--- src/rtl/sdram_mon_pkg.sv ---
package sdram_mon_pkg;

    typedef enum logic [3:0] {
        CMD_IGN, CMD_DESEL, CMD_NOP, CMD_ACT, CMD_RD, CMD_WR,
        CMD_PRE, CMD_BST, CMD_REF, CMD_SRE, CMD_MRS
    } cmd_e;

    // lower value = higher report priority
    typedef enum logic [3:0] {
        ERR_NONE      = 4'd0,
        ERR_MRD       = 4'd1,
        ERR_RW_CLOSED = 4'd2,
        ERR_ACT_OPEN  = 4'd3,
        ERR_BANK_OPEN = 4'd4,
        ERR_TRCD      = 4'd5,
        ERR_TRP       = 4'd6,
        ERR_TRAS      = 4'd7,
        ERR_TRC       = 4'd8,
        ERR_TRRD      = 4'd9,
        ERR_TWR       = 4'd10,
        ERR_REFI      = 4'd11
    } err_e;

    function automatic err_e err_pick(input err_e a, input err_e b);
        if (a == ERR_NONE) return b;
        if (b == ERR_NONE) return a;
        return (a < b) ? a : b;
    endfunction

endpackage

--- src/rtl/sdram_cmd_decode.sv ---
module sdram_cmd_decode
    import sdram_mon_pkg::*;
(
    input  logic cke_prev_i,
    input  logic cke_i,
    input  logic cs_ni,
    input  logic ras_ni,
    input  logic cas_ni,
    input  logic we_ni,
    output cmd_e cmd_o
);

    always_comb begin
        cmd_o = CMD_NOP;
        if (!cke_prev_i) begin
            cmd_o = CMD_IGN;
        end else if (cs_ni) begin
            cmd_o = CMD_DESEL;
        end else begin
            case ({ras_ni, cas_ni, we_ni})
                3'b111: cmd_o = CMD_NOP;
                3'b011: cmd_o = CMD_ACT;
                3'b101: cmd_o = CMD_RD;
                3'b100: cmd_o = CMD_WR;
                3'b010: cmd_o = CMD_PRE;
                3'b110: cmd_o = CMD_BST;
                3'b001: cmd_o = cke_i ? CMD_REF : CMD_SRE;
                3'b000: cmd_o = CMD_MRS;
                default: cmd_o = CMD_NOP;
            endcase
        end
    end

endmodule

--- src/rtl/sdram_bank_track.sv ---
module sdram_bank_track
    import sdram_mon_pkg::*;
#(
    parameter int T_RCD  = 3,
    parameter int T_RP   = 3,
    parameter int T_RAS  = 6,
    parameter int T_RC   = 9,
    parameter int WR_REC = 2
) (
    input  logic clk_i,
    input  logic rst_ni,
    input  cmd_e cmd_i,
    input  logic sel_i,
    input  logic a10_i,
    output logic open_o,
    output err_e err_o
);

    localparam int M1      = (T_RCD > T_RP) ? T_RCD : T_RP;
    localparam int M2      = (T_RAS > T_RC) ? T_RAS : T_RC;
    localparam int M3      = (M1 > M2) ? M1 : M2;
    localparam int AGE_MAX = (M3 > WR_REC) ? M3 : WR_REC;
    localparam int AGE_W   = $clog2(AGE_MAX + 1);

    localparam logic [AGE_W-1:0] RCD_L = AGE_W'(T_RCD);
    localparam logic [AGE_W-1:0] RP_L  = AGE_W'(T_RP);
    localparam logic [AGE_W-1:0] RAS_L = AGE_W'(T_RAS);
    localparam logic [AGE_W-1:0] RC_L  = AGE_W'(T_RC);
    localparam logic [AGE_W-1:0] WRR_L = AGE_W'(WR_REC);
    localparam logic [AGE_W-1:0] MAX_L = AGE_W'(AGE_MAX);
    localparam logic [AGE_W-1:0] ONE_L = AGE_W'(1);

    typedef struct packed {
        logic             open;
        logic             ap;
        logic [AGE_W-1:0] act_age;
        logic [AGE_W-1:0] pre_age;
        logic [AGE_W-1:0] wr_age;
    } bank_st_t;

    bank_st_t st_d, st_q;
    err_e     err_d;

    function automatic logic [AGE_W-1:0] sat_inc(input logic [AGE_W-1:0] v);
        return (v >= MAX_L) ? MAX_L : v + ONE_L;
    endfunction

    always_comb begin
        logic pre_hit;
        logic touched;
        st_d         = st_q;
        err_d        = ERR_NONE;
        st_d.act_age = sat_inc(st_q.act_age);
        st_d.pre_age = sat_inc(st_q.pre_age);
        st_d.wr_age  = sat_inc(st_q.wr_age);
        pre_hit      = (cmd_i == CMD_PRE) && (sel_i || a10_i);
        touched      = pre_hit ||
                       (sel_i && (cmd_i == CMD_ACT || cmd_i == CMD_RD || cmd_i == CMD_WR));

        case (cmd_i)
            CMD_ACT: begin
                if (sel_i) begin
                    if (st_q.open)                 err_d = ERR_ACT_OPEN;
                    else if (st_q.pre_age < RP_L)  err_d = ERR_TRP;
                    else if (st_q.act_age < RC_L)  err_d = ERR_TRC;
                    st_d.open    = 1'b1;
                    st_d.ap      = 1'b0;
                    st_d.act_age = ONE_L;
                end
            end
            CMD_RD, CMD_WR: begin
                if (sel_i) begin
                    if (!st_q.open)                err_d = ERR_RW_CLOSED;
                    else if (st_q.act_age < RCD_L) err_d = ERR_TRCD;
                    if (st_q.open) begin
                        st_d.ap = a10_i;
                        if (cmd_i == CMD_WR) st_d.wr_age = ONE_L;
                    end
                end
            end
            CMD_PRE: begin
                if (pre_hit && st_q.open) begin
                    if (st_q.act_age < RAS_L)      err_d = ERR_TRAS;
                    else if (st_q.wr_age < WRR_L)  err_d = ERR_TWR;
                    st_d.open    = 1'b0;
                    st_d.ap      = 1'b0;
                    st_d.pre_age = ONE_L;
                end
            end
            default: ;
        endcase

        // auto-precharge closes once row time and write recovery are both met
        if (!touched && st_q.open && st_q.ap &&
            st_q.act_age >= RAS_L && st_q.wr_age >= WRR_L) begin
            st_d.open    = 1'b0;
            st_d.ap      = 1'b0;
            st_d.pre_age = ONE_L;
        end
    end

    always_ff @(posedge clk_i or negedge rst_ni) begin
        if (!rst_ni) begin
            st_q.open    <= 1'b0;
            st_q.ap      <= 1'b0;
            st_q.act_age <= MAX_L;
            st_q.pre_age <= MAX_L;
            st_q.wr_age  <= MAX_L;
        end else begin
            st_q <= st_d;
        end
    end

    assign open_o = st_q.open;
    assign err_o  = err_d;

    AST_ACT_OPENS_BANK: assert property (@(posedge clk_i) disable iff (!rst_ni)
        (cmd_i == CMD_ACT && sel_i) |=> st_q.open);

    AST_PRE_CLOSES_BANK: assert property (@(posedge clk_i) disable iff (!rst_ni)
        (cmd_i == CMD_PRE && (sel_i || a10_i)) |=> !st_q.open);

    AST_AUTO_CLOSE_AFTER_RAS: assert property (@(posedge clk_i) disable iff (!rst_ni)
        ($fell(st_q.open) && !$past(cmd_i == CMD_PRE)) |-> ($past(st_q.act_age) >= RAS_L));

endmodule

--- src/rtl/sdram_refresh_wdog.sv ---
module sdram_refresh_wdog
    import sdram_mon_pkg::*;
#(
    parameter int REFI_CYCLES = 2083
) (
    input  logic clk_i,
    input  logic rst_ni,
    input  cmd_e cmd_i,
    input  logic cke_i,
    output logic err_o
);

    localparam int REF_W = $clog2(REFI_CYCLES + 2);
    localparam logic [REF_W-1:0] REF_L = REF_W'(REFI_CYCLES);
    localparam logic [REF_W-1:0] ONE_L = REF_W'(1);

    typedef struct packed {
        logic             self_ref;
        logic [REF_W-1:0] age;
    } wd_st_t;

    wd_st_t st_d, st_q;
    logic   refresh_seen;

    always_comb begin
        refresh_seen = (cmd_i == CMD_REF) || (cmd_i == CMD_SRE);
        st_d         = st_q;
        err_o        = (st_q.age == REF_L) && !st_q.self_ref && !refresh_seen;

        if (cmd_i == CMD_SRE) begin
            st_d.self_ref = 1'b1;
        end else if (st_q.self_ref && cke_i) begin
            st_d.self_ref = 1'b0;
        end

        if (refresh_seen || st_q.self_ref) begin
            st_d.age = ONE_L;
        end else if (st_q.age <= REF_L) begin
            st_d.age = st_q.age + ONE_L;
        end
    end

    always_ff @(posedge clk_i or negedge rst_ni) begin
        if (!rst_ni) begin
            st_q.self_ref <= 1'b0;
            st_q.age      <= ONE_L;
        end else begin
            st_q <= st_d;
        end
    end

    AST_REFI_SINGLE_SHOT: assert property (@(posedge clk_i) disable iff (!rst_ni)
        err_o |=> !err_o);

endmodule

--- src/rtl/sdram_cmd_monitor.sv ---
module sdram_cmd_monitor
    import sdram_mon_pkg::*;
#(
    parameter int NUM_BANKS   = 4,
    parameter int T_RCD       = 3,
    parameter int T_RP        = 3,
    parameter int T_RAS       = 6,
    parameter int T_RC        = 9,
    parameter int T_RRD       = 2,
    parameter int T_MRD       = 2,
    parameter int T_WR        = 2,
    parameter int BURST_LEN   = 1,
    parameter int REFI_CYCLES = 2083,
    parameter int CNT_W       = 16,
    localparam int BA_W       = (NUM_BANKS > 1) ? $clog2(NUM_BANKS) : 1
) (
    input  logic             clk_i,
    input  logic             rst_ni,
    input  logic             cke_i,
    input  logic             cs_ni,
    input  logic             ras_ni,
    input  logic             cas_ni,
    input  logic             we_ni,
    input  logic             a10_i,
    input  logic [BA_W-1:0]  ba_i,
    output logic             err_valid_o,
    output logic [3:0]       err_code_o,
    output logic [BA_W-1:0]  err_bank_o,
    output logic             err_sticky_o,
    output logic [CNT_W-1:0] err_count_o
);

    localparam int WR_REC  = BURST_LEN - 1 + T_WR;
    localparam int GAP_MAX = (T_RRD > T_MRD) ? T_RRD : T_MRD;
    localparam int GAP_W   = $clog2(GAP_MAX + 1);
    localparam logic [GAP_W-1:0] GAP_L = GAP_W'(GAP_MAX);
    localparam logic [GAP_W-1:0] RRD_L = GAP_W'(T_RRD);
    localparam logic [GAP_W-1:0] MRD_L = GAP_W'(T_MRD);
    localparam logic [GAP_W-1:0] G1_L  = GAP_W'(1);

    typedef struct packed {
        logic             cke_prev;
        logic [GAP_W-1:0] rrd_age;
        logic [GAP_W-1:0] mrd_age;
        logic             err_valid;
        err_e             err_code;
        logic [BA_W-1:0]  err_bank;
        logic             sticky;
        logic [CNT_W-1:0] count;
    } mon_st_t;

    mon_st_t st_d, st_q;

    cmd_e                 cmd;
    err_e                 bank_err [NUM_BANKS];
    logic [NUM_BANKS-1:0] bank_open;
    logic                 refi_err;

    sdram_cmd_decode u_decode (
        .cke_prev_i (st_q.cke_prev),
        .cke_i      (cke_i),
        .cs_ni      (cs_ni),
        .ras_ni     (ras_ni),
        .cas_ni     (cas_ni),
        .we_ni      (we_ni),
        .cmd_o      (cmd)
    );

    for (genvar g = 0; g < NUM_BANKS; g++) begin : g_bank
        sdram_bank_track #(
            .T_RCD  (T_RCD),
            .T_RP   (T_RP),
            .T_RAS  (T_RAS),
            .T_RC   (T_RC),
            .WR_REC (WR_REC)
        ) u_track (
            .clk_i  (clk_i),
            .rst_ni (rst_ni),
            .cmd_i  (cmd),
            .sel_i  (ba_i == BA_W'(g)),
            .a10_i  (a10_i),
            .open_o (bank_open[g]),
            .err_o  (bank_err[g])
        );
    end

    sdram_refresh_wdog #(
        .REFI_CYCLES (REFI_CYCLES)
    ) u_wdog (
        .clk_i  (clk_i),
        .rst_ni (rst_ni),
        .cmd_i  (cmd),
        .cke_i  (cke_i),
        .err_o  (refi_err)
    );

    always_comb begin
        err_e            pick_err;
        logic [BA_W-1:0] pick_bank;
        logic [BA_W-1:0] open_bank;
        err_e            glob_err;
        err_e            fin_err;
        logic            active_cmd;

        pick_err  = ERR_NONE;
        pick_bank = '0;
        open_bank = '0;
        for (int b = NUM_BANKS - 1; b >= 0; b--) begin
            if (bank_err[b] != ERR_NONE) begin
                pick_err  = bank_err[b];
                pick_bank = BA_W'(b);
            end
            if (bank_open[b]) open_bank = BA_W'(b);
        end

        active_cmd = !(cmd == CMD_IGN || cmd == CMD_DESEL || cmd == CMD_NOP);
        glob_err   = ERR_NONE;
        if (active_cmd && st_q.mrd_age < MRD_L)
            glob_err = err_pick(glob_err, ERR_MRD);
        if ((cmd == CMD_REF || cmd == CMD_SRE || cmd == CMD_MRS) && (|bank_open))
            glob_err = err_pick(glob_err, ERR_BANK_OPEN);
        if (cmd == CMD_ACT && st_q.rrd_age < RRD_L)
            glob_err = err_pick(glob_err, ERR_TRRD);
        if (refi_err)
            glob_err = err_pick(glob_err, ERR_REFI);

        fin_err = err_pick(pick_err, glob_err);

        st_d          = st_q;
        st_d.cke_prev = cke_i;
        st_d.rrd_age  = (st_q.rrd_age >= GAP_L) ? GAP_L : st_q.rrd_age + G1_L;
        st_d.mrd_age  = (st_q.mrd_age >= GAP_L) ? GAP_L : st_q.mrd_age + G1_L;
        if (cmd == CMD_ACT) st_d.rrd_age = G1_L;
        if (cmd == CMD_MRS) st_d.mrd_age = G1_L;

        st_d.err_valid = (fin_err != ERR_NONE);
        st_d.err_code  = fin_err;
        if (pick_err != ERR_NONE && fin_err == pick_err)
            st_d.err_bank = pick_bank;
        else if (fin_err == ERR_BANK_OPEN)
            st_d.err_bank = open_bank;
        else if (fin_err == ERR_REFI)
            st_d.err_bank = '0;
        else
            st_d.err_bank = ba_i;

        if (fin_err != ERR_NONE) begin
            st_d.sticky = 1'b1;
            if (st_q.count != {CNT_W{1'b1}})
                st_d.count = st_q.count + CNT_W'(1);
        end
    end

    always_ff @(posedge clk_i or negedge rst_ni) begin
        if (!rst_ni) begin
            st_q.cke_prev  <= 1'b0;
            st_q.rrd_age   <= GAP_L;
            st_q.mrd_age   <= GAP_L;
            st_q.err_valid <= 1'b0;
            st_q.err_code  <= ERR_NONE;
            st_q.err_bank  <= '0;
            st_q.sticky    <= 1'b0;
            st_q.count     <= '0;
        end else begin
            st_q <= st_d;
        end
    end

    assign err_valid_o  = st_q.err_valid;
    assign err_code_o   = st_q.err_code;
    assign err_bank_o   = st_q.err_bank;
    assign err_sticky_o = st_q.sticky;
    assign err_count_o  = st_q.count;

    AST_STICKY_KEEPS: assert property (@(posedge clk_i) disable iff (!rst_ni)
        err_sticky_o |=> err_sticky_o);

    AST_STROBE_SETS_STICKY: assert property (@(posedge clk_i) disable iff (!rst_ni)
        err_valid_o |-> err_sticky_o);

    AST_REFRESH_WITH_OPEN_BANK: assert property (@(posedge clk_i) disable iff (!rst_ni)
        ((cmd == CMD_REF || cmd == CMD_SRE || cmd == CMD_MRS) && (|bank_open)) |=> err_valid_o);

    AST_MRD_WINDOW: assert property (@(posedge clk_i) disable iff (!rst_ni)
        ($past(cmd == CMD_MRS) && cmd == CMD_ACT) |=> (err_valid_o && err_code_o == 4'd1));

endmodule

--- config.mk ---
export PLATFORM = sky130hd
export DESIGN_NAME = sdram_cmd_monitor
export DESIGN_NICKNAME = d
export VERILOG_FILES = /design/src/rtl/sdram_mon_pkg.sv /design/src/rtl/sdram_cmd_decode.sv /design/src/rtl/sdram_bank_track.sv /design/src/rtl/sdram_refresh_wdog.sv /design/src/rtl/sdram_cmd_monitor.sv
export SDC_FILE = /design/constraint.sdc
export NUM_CORES = 1
export LEC_CHECK = 0
export ABC_AREA = 0
export CAP_MARGIN = 25
export CELL_PAD_IN_SITES_DETAIL_PLACEMENT = 0
export CELL_PAD_IN_SITES_GLOBAL_PLACEMENT = 1
export CORE_UTILIZATION = 45
export CTS_CLUSTER_DIAMETER = 50
export DETAILED_ROUTE_END_ITERATION = 6
export DONT_BUFFER_PORTS = 1
export PLACE_DENSITY = 0.76
export SLEW_MARGIN = 20
export SYNTH_ARGS = -nofsm -noshare
export SYNTH_HDL_FRONTEND = slang
export SYNTH_SLANG_ARGS = --single-unit
--- constraint.sdc ---
create_clock -name clk_i -period 4.06 [get_ports clk_i]
set_input_delay 0.203 -clock clk_i [delete_from_list [all_inputs] [get_ports clk_i]]
set_output_delay 0.203 -clock clk_i [all_outputs]
set_load 0.03 [all_outputs]
-- Word level (Yosys, flattened, before mapping)
Cells that the tools add are included.
- flip-flop bits (word level): 98
- latch bits: 0
- RAM bits: 0
- ROM bits: 0
- bits of input ports: 10
- output and inout bits: 24
- logic and storage cells: 399
- memories: 0
- add/subtract/negate cells: 16
- $mul: 0
- divide/modulo/power cells: 0
- magnitude comparators: 49
- equality and inequality tests: 40
- shift operators: 0
- multiplexer cells: 172
- bitwise logic cells: 0
- reductions and logical operators: 92
- operators by type and width (cell ; number):
    4-bit 2-to-1 mux ; 103
    4-bit by 1-bit adder with 4-bit output, second input constant ; 12
    4-bit greater-or-equal comparator, second input constant ; 12
    4-bit by 2-bit < comparator with 1-bit output, second input constant ; 12
    4-bit one-hot mux with 3 select lines ; 4
    2-bit 2-to-1 mux ; 23
    3-bit by 1-bit != test with 1-bit output, second input constant ; 15
    4-bit nonzero test ; 10
    1-bit logical AND ; 35
    4-bit one-hot mux with 8 select lines ; 1
    4-bit zero test ; 6
    4-bit < comparator, second input constant ; 6
    12-bit 2-to-1 mux ; 2
    6-bit 2-to-1 mux ; 4
    1-bit 2-to-1 mux ; 23
    4-bit by 3-bit < comparator with 1-bit output, second input constant ; 5
    5-bit AND reduction ; 4
    16-bit by 1-bit adder with 16-bit output, second input constant ; 1
    4-bit by 3-bit == test with 1-bit output, second input constant ; 4
    4-bit == test, second input constant ; 4
    4-bit by 2-bit greater-or-equal comparator with 1-bit output, second input constant ; 4
    4-bit by 3-bit greater-or-equal comparator with 1-bit output, second input constant ; 4
    16-bit != test, second input constant ; 1
    1-bit logical OR ; 15
    other kinds (28) ; 59

-- Longest topological paths before layout
Gate-level depths: netlist of the first run.
- depth after elaboration: 36
- gate-level depth with buffers: 20
- gate-level depth less buffers: 19

-- Modules after synthesis
Synthesis of the first run repeated with hierarchy kept, for this count alone.
- cells, all modules: 761
- area total of the unflattened synthesis: 6901.6 um2
- by module, submodules not included (module ; instances ; cells an instance ; area an instance (um2) ; sequential area each (um2)):
    sdram_bank_track ; 4 ; 112 ; 1028.5 ; 357.8
    sdram_cmd_monitor ; 1 ; 223 ; 2025.7 ; 728.2
    sdram_refresh_wdog ; 1 ; 78 ; 699.4 ; 326.6
    sdram_cmd_decode ; 1 ; 12 ; 62.6 ; 0.0

-- Worst setup path after synthesis of the first run
OpenSTA, ideal clock, no wires.
- kind: register to register
- start point: reg st_q[28] in the netlist's numbering
- end point: reg st_q (netlist bit err_count_o[3])
- library setup time: 0.126 ns
- arrival time: 4.107 ns
- slack: -0.173 ns
- cell stages (with the launch flop): 20
- clock period less this slack: 4.233 ns
- cells stage by stage: dfrtp_1 or3b_1 buf_6 or4_1 a21oi_2 nor2_1 a31oi_1 o21a_1 inv_1 ha_1 o21a_1 o21a_1 o21ai_0 a31oi_1 nor2_1 o22ai_1 or4_4 buf_6 and3_1 xor2_1
- RTL lines (what ; line ; RTL):
    start, declared ; sdram_cmd_monitor.sv:52 ; mon_st_t st_d, st_q;
    start signal, assigned ; sdram_cmd_monitor.sv:165 ; st_q <= st_d;

==> impl_metrics.csv, run 1 <==
group,metric,value,unit
run_status,outcome,"finished, violations left",
run_status,failed_checks,"negative setup slack",
place,gp_congestion,0.9381,
detailed_routing,via_count,5259,
power_and_ir_drop,power.density,487.3,nW/um^2
setup_path,r2r_slack,-0.008,ns
timing,grt_setup_unrepaired,"yes",
detailed_routing,drtIter0Drc,226,
logic_synthesis,netlist_area,6460,sq um
min_path,hold_path.startpoint,"cas_ni",
logic_synthesis,synth_seq_area_share,38.49,%
timing,hold_violations,0,
timing,final.min_clock_period,4.068,ns
setup_path,crit_path_end_kind,"flop",
logic_synthesis,async_reset_ff_share,100.0,%
timing,clock-skew-final,0.008271,ns
clock_tree,clkSinkCount,98,
job,maxCapViolations,0,
global_route,grt_usage,21.69,%
setup_path,cp_cell_sequence,"or3b_4, or4_4, a21oi_4, nor2_2, a31oi_1, o21a_1, inv_2, ha_4, o21a_1, o21a_1, o21ai_2, nor2_2, a21oi_2, o21ai_2, or4_4, and3_4, xor2_1",
timing,worst_pin_slew,0.6438,ns
setup_path,regToRegStartpoint,"st_q[28]$_DFF_PN0_",
logic_synthesis,ys_seq_elements,98,
place,portBuffers,0,
global_route,grt_pass1_wl,25160,um
clock_tree,clkLatencyLatePin,0.35,ns
floorplanning,row_count,43,
floorplanning,dieArea,14840,sq um
logic_synthesis,synth_cell_types,80,
setup_path,critPathSlowestCell,"or4_4",
setup_path,r2r_end,"err_count_o[3]$_DFFE_PN0P_",
min_path,whs_endpoint,"st_q[25]$_DFF_PN1_",
timing,timing.final.crit_share,100.2,%
detailed_routing,dr.pass1.iters,4,
power_and_ir_drop,ir_worst_vdd,0.4020,mV
timing,drv_slew,0,
floorplanning,die_x,121.8,um
place,dpl.hpwl,11220,um
clock_tree,cts_buffer_depth,2,
setup_path,cp_num_buf_inv,1,
clock_tree,clk_pin_slew,0.06,ns
setup_path,cp-startpoint,"st_q[28]$_DFF_PN0_",
clock_tree,h-tree-depth,3,
logic_synthesis,syn_nets,776,
timing,final-setup-viol-count,1,
finish,final_layout_size_suffix_gt1_share,22.05,%
global_route,grt_max_degree,99,
setup_path,path_common_cell,"o21a_1",
min_path,whs_path_depth,1,
detailed_routing,drc,0,
detailed_routing,via_per_inst,5.637,
clock_tree,cts_tree,"yes",
timing,layout_setup_ws,-0.008245,ns
setup_path,cp-start-kind,"flop",
global_route,overflow,0,
global_route,grt_pass1_vias,5186,
timing,relSlewSlack,56.68,%
logic_synthesis,synth-edff-count,0,
setup_path,crit_fanout,8,
clock_tree,cts_root_buf,"clkbuf_16",
setup_path,reg2regPathDepth,17,
setup_path,worstSetupPathType,"flop to flop",
floorplanning,die_h,121.8,um
timing,fmax,245.8,MHz
setup_path,critical_path_required,4.28,ns
floorplanning,core-area,13930,sq um
detailed_routing,wl_per_cell,16.09,um
finish,area_growth,15.96,%
logic_synthesis,syn_inst,716,
finish,layout.nets,808,
place,dpl-instance-area,6847,sq um
setup_path,crit_family,"simple AND/OR/NAND/NOR gates",
setup_path,slowest_delay,0.59,ns
power_and_ir_drop,power,0.003650,W
finish,final_area,7491,sq um
setup_path,crit_arrival,4.29,ns
detailed_routing,drt_wl_total,15010,um
min_path,hold_path.class,"input port to flop",
detailed_routing,ant_nets,0,
power_and_ir_drop,p_leak,3.424,nW
logic_synthesis,synth_warnings,0,
global_route,antenna_found_initial,0,
logic_synthesis,ys.flop_type,"dfrtp_1",
floorplanning,start_util,46.36,%
logic_synthesis,syn_avg_cell_area,9.022,sq um
floorplanning,ios,34,
finish,diodes,0,
clock_tree,cts_buffers,9,
timing,setup_tns,-0.008245,ns
## power by group
part	internal, W	total (W)	switching, W
registers	0.00126	0.00159	0.000338
logic	0.000525	0.00113	0.000605
clock network	0.000545	0.000928	0.000382
total	0.00233	0.00365	0.00133
## layout by cell type, fill, tap and decap left out, drive strengths merged, types with 7 or more instances in the layout
cell    instances
dfstp          27
or3            12
nor4            7
nand2b         14
xnor2          12
ha             50
and2           16
clkbuf          9
nand3          22
o211ai          7
nand4           9
a21oi          37
inv            39
nor2b           9
buf            62
dfrtp          71
nor3           27
and3           14
xor2           19
o21ai          28
a211oi          7
nor2           90
a31oi          23
nand2          54
## final cells by class
type | instances | area, sq um
Fill cell | 1256 | 6444
Clock buffer | 9 | 225.2
Multi-Input combinational cell | 538 | 3789
Inverter | 37 | 138.9
Clock inverter | 7 | 101.3
Sequential cell | 98 | 2486
Timing Repair Buffer | 64 | 525.5
Tap cell | 180 | 225.2
## synthesized netlist by cell type, types with 4 or more instances
library cell | count | area, sq um
nand2_1 | 54 | 202.7
nor3_1 | 24 | 120.1
and3_1 | 13 | 81.33
nor4_1 | 7 | 43.79
xor2_1 | 19 | 166.4
a21boi_0 | 4 | 30.03
clkbuf_1 | 13 | 48.80
a21oi_1 | 35 | 175.2
dfrtp_1 | 71 | 1777
nor2b_1 | 9 | 56.30
xnor2_1 | 12 | 105.1
and2_1 | 16 | 100.1
nand4_1 | 9 | 56.30
nand2b_1 | 14 | 87.58
or3_1 | 12 | 75.07
inv_1 | 37 | 138.9
dfstp_2 | 27 | 709.4
o2111ai_1 | 6 | 52.55
o21a_1 | 6 | 45.04
a31oi_1 | 22 | 137.6
mux2i_1 | 4 | 40.04
a211oi_1 | 6 | 45.04
buf_4 | 24 | 180.2
ha_1 | 50 | 625.6
o211ai_1 | 7 | 52.55
nor2_1 | 89 | 334.1
o21ai_0 | 26 | 130.1
nand3_1 | 22 | 110.1
## flip-flops by register name, summed over array words and instances, names as in the netlist
register and cells:
err_sticky_o 1, err_count_o 16, err_valid_o 1, err_code_o 4, st_q 5, u_wdog.st_q 13
g_bank.u_track.open_o 4, g_bank.u_track.st_q 52, err_bank_o 2
## worst max path at each step
stage,endpoint,slack (ns),depth (start not counted)
finish,err_count_o[3]$_DFFE_PN0P_,-0.008,17
global route,err_count_o[3]$_DFFE_PN0P_,-0.22,17
CTS,err_count_o[3]$_DFFE_PN0P_,0.01,17
detailed placement,err_count_o[3]$_DFFE_PN0P_,-0.13,17
global placement,err_count_o[3]$_DFFE_PN0P_,0.04,17
floorplan,err_count_o[3]$_DFFE_PN0P_,0.005,19
## worst register-to-register path, delay by kind of cell, from the launching register on
family                     cells  cell delay (ns)
adders and majority gates      1             0.20
and+or+nand+nor                6             1.88
buffers and inverters          1             0.07
AOI/OAI and AO/OA              8             1.28
DFF                            1             0.38
xor gates and xnor gates       1             0.13
## metal layers
metal / GRT usage [%] / vias up / wire [um]
met4: 10.49 / 0 / 554
met3: 5.009 / 34 / 771
met1: 27.83 / 2518 / 6623
met2: 34.36 / 114 / 7060
li1: - / 2593 / -
met5: 0 / - / 0
## logic make-up after synthesis
family          synth area share (%)
mux                           0.7941
xor+xnor                       4.203
simple gates                   23.88
fa+ha+maj                      9.684
flops                          38.49
compound gates                 16.62
buf+inv                        6.333
## per-stage QoR
step	worst slack (ns)	hold slack (ns)	instances	utilization (%)
floorplan	0.004655	-0.09259	716	-
global placement	0.04008	-0.08679	907	49.13
detailed placement	-0.1275	-0.08675	907	49.13
CTS	0.01388	0.03998	929	52.40
global route	-0.2193	0.05477	933	53.76
finish	-0.008245	0.04955	933	53.76
## what timing repair did
| item | 4_1_cts | 5_1_grt |
|---|---|---|
| cloned | 0 | 1 |
| resized for setup | 12 | 31 |
| setup endpoints to repair | 7 | 19 |
| setup buffers | 3 | 3 |
| pin swaps | 9 | 12 |
| hold buffers | 3 | 0 |
| hold endpoints to repair | 100 | 0 |
Note: power is estimated with default switching activity, not from simulation.
==> run 2, diff against run 1 <==
--- a/config.mk
+++ b/config.mk
@@ -14,6 +14,7 @@
 export DETAILED_ROUTE_END_ITERATION = 6
 export DONT_BUFFER_PORTS = 1
 export PLACE_DENSITY = 0.76
+export RECOVER_POWER = 50
 export SLEW_MARGIN = 20
 export SYNTH_ARGS = -nofsm -noshare
 export SYNTH_HDL_FRONTEND = slang
==> impl_metrics.csv, run 2 (same netlist as run 1, synthesis figures left out) <==
group,metric,value,unit
clock_tree,cts_tree,"yes",
place,gp_congestion,0.9381,
clock_tree,cts_buffer_depth,2,
timing,final-setup-viol-count,1,
setup_path,crit_arrival,4.29,ns
finish,postLayoutCoreUtil,53.60,%
run_status,outcome,"finished, violations left",
global_route,grt_pass1_vias,5186,
timing,hold_violations,0,
detailed_routing,via_count,5257,
floorplanning,die_x,121.8,um
global_route,grt_usage,21.69,%
power_and_ir_drop,power.density,488.4,nW/um^2
finish,final_cell_mix,"nor2_1 (84), dfrtp_1 (71), buf_4 (58)",
timing,fmax,245.7,MHz
clock_tree,clkSinkCount,98,
global_route,grt_pass1_wl,25160,um
timing,clock-skew-final,0.008747,ns
finish,top_register,"g_bank.u_track.st_q",
finish,area_growth,15.61,%
floorplanning,dieArea,14840,sq um
clock_tree,clk_pin_slew,0.06,ns
setup_path,crit_path_end_kind,"flop",
finish,diodes,0,
detailed_routing,drtIter0Drc,244,
finish,num-fill-cells,1258,
detailed_routing,drt_wl_total,15010,um
global_route,grt_max_degree,99,
clock_tree,clkLatencyLatePin,0.35,ns
detailed_routing,ant_nets,0,
floorplanning,core-area,13930,sq um
min_path,hold_path.class,"input port to flop",
timing,timing.final.crit_share,100.2,%
timing,layout_setup_ws,-0.009464,ns
clock_tree,cts_buffers,9,
finish,final_common_cell,"nor2_1",
setup_path,slowest_delay,0.59,ns
setup_path,worstSetupPathType,"flop to flop",
job,maxCapViolations,1,
timing,worst_pin_slew,2.398,ns
setup_path,crit_fanout,8,
global_route,overflow,0,
detailed_routing,dr.pass1.iters,4,
finish,layout.nets,808,
timing,hold_ws,0.05149,ns
floorplanning,row_count,43,
setup_path,path_common_cell,"o21a_1",
timing,drv_slew,99,
floorplanning,ios,34,
finish,largest_register_ffs,52,
timing,relSlewSlack,-59.86,%
setup_path,r2r_slack,-0.009,ns
timing,grt_setup_unrepaired,"yes",
setup_path,critical_path_required,4.28,ns
finish,multi_input_area,3789,sq um
power_and_ir_drop,ir_worst_vdd,0.4019,mV
detailed_routing,drc,0,
setup_path,cp_cell_sequence,"or3b_4, or4_4, a21oi_4, nor2_2, a31oi_1, o21a_1, inv_2, ha_4, o21a_1, o21a_1, o21ai_2, nor2_2, a21oi_2, o21ai_2, or4_4, and3_4, xor2_1",
clock_tree,h-tree-depth,3,
timing,final.min_clock_period,4.069,ns
clock_tree,cts_root_buf,"clkbuf_16",
place,dpl.hpwl,11220,um
finish,seq_area,2486,sq um
power_and_ir_drop,p_leak,3.415,nW
setup_path,critPathSlowestCell,"or4_4",
setup_path,cp-start-kind,"flop",
finish,final_layout_size_suffix_gt1_share,22.05,%
global_route,antenna_found_initial,0,
run_status,failed_checks,"max-capacitance violations, max-slew violations, negative setup slack",
floorplanning,start_util,46.36,%
detailed_routing,via_per_inst,5.635,
place,portBuffers,0,
floorplanning,die_h,121.8,um
detailed_routing,wl_per_cell,16.09,um
[run 2: cell count changes in the layout (fill, tap and decap cells not counted)]
| cell | before | now |
|---|---|---|
| buf_16 | 1 | 0 |
| clkbuf_2 | 0 | 1 |
[run 2: cell type report]
type | count | share of cell area (%)
Clock inverter | 7 | 1.357
Inverter | 37 | 1.860
Multi-Input combinational cell | 538 | 50.73
Timing Repair Buffer | 64 | 6.735
Sequential cell | 98 | 33.29
Tap cell | 180 | 3.016
Clock buffer | 9 | 3.016
[run 2: worst paths after layout]
| check | startpoint | end | cells past startpoint |
|---|---|---|---|
| min reg2reg | g_bank[3].u_track.st_q[0]$_DFF_PN1_ | g_bank[3].u_track.st_q[0]$_DFF_PN1_ | 1 |
| min | cas_ni | st_q[25]$_DFF_PN1_ | 1 |
| max in group asynchronous | rst_ni | g_bank[0].u_track.st_q[6]$_DFF_PN0_ | 2 |
| max | st_q[28]$_DFF_PN0_ | err_count_o[3]$_DFFE_PN0P_ | 17 |
| max reg2reg | st_q[28]$_DFF_PN0_ | err_count_o[3]$_DFFE_PN0P_ | 17 |
| min in group asynchronous | rst_ni | g_bank[3].u_track.st_q[10]$_DFF_PN0_ | 2 |
[run 2: worst max-delay path, delay by kind of cell, from the launching register on]
family / cells / cell delay, ns
simple gates: 6 / 1.88
buf+inv: 1 / 0.07
xor+xnor: 1 / 0.13
flops: 1 / 0.38
fa+ha+maj: 1 / 0.20
compound gates: 8 / 1.28
[run 2: where the power goes]
part | leakage (nW) | internal, W | switching, W
registers | 1.22 | 0.00126 | 0.000338
logic | 2.04 | 0.000522 | 0.000604
clock network | 0.153 | 0.000545 | 0.000383
total | 3.42 | 0.00232 | 0.00132
[run 2: repair_timing]
action,4_1_cts,5_1_grt
resized for setup,12,31
hold endpoints to repair,100,0
cloned,0,1
pin swaps,9,12
hold buffers,3,0
setup endpoints to repair,7,19
buffers inserted,3,3
[run 2: per-layer routing]
metal | vias to the layer above | part of all wire [%] | track usage [%]
met1 | 2525 | 44 | 27.83
met3 | 32 | 4.6 | 5.009
met2 | 108 | 48 | 34.36
li1 | 2592 | - | -
met5 | - | 0 | 0
met4 | 0 | 3.3 | 10.49
[run 2: metrics by stage]
stage               std cells    TNS, ns  worst slack [ns]  power (W)  cell area (sq um)
finish                    933  -0.009464         -0.009464   0.003647               7468
global route              933     -2.117           -0.2193   0.003923               7468
CTS                       929          0           0.01388   0.003619               7302
detailed placement        907    -0.3774           -0.1275   0.002617               6847
global placement          907          0           0.04008   0.002568               6847
floorplan                 716          0          0.004655   0.002358               6486
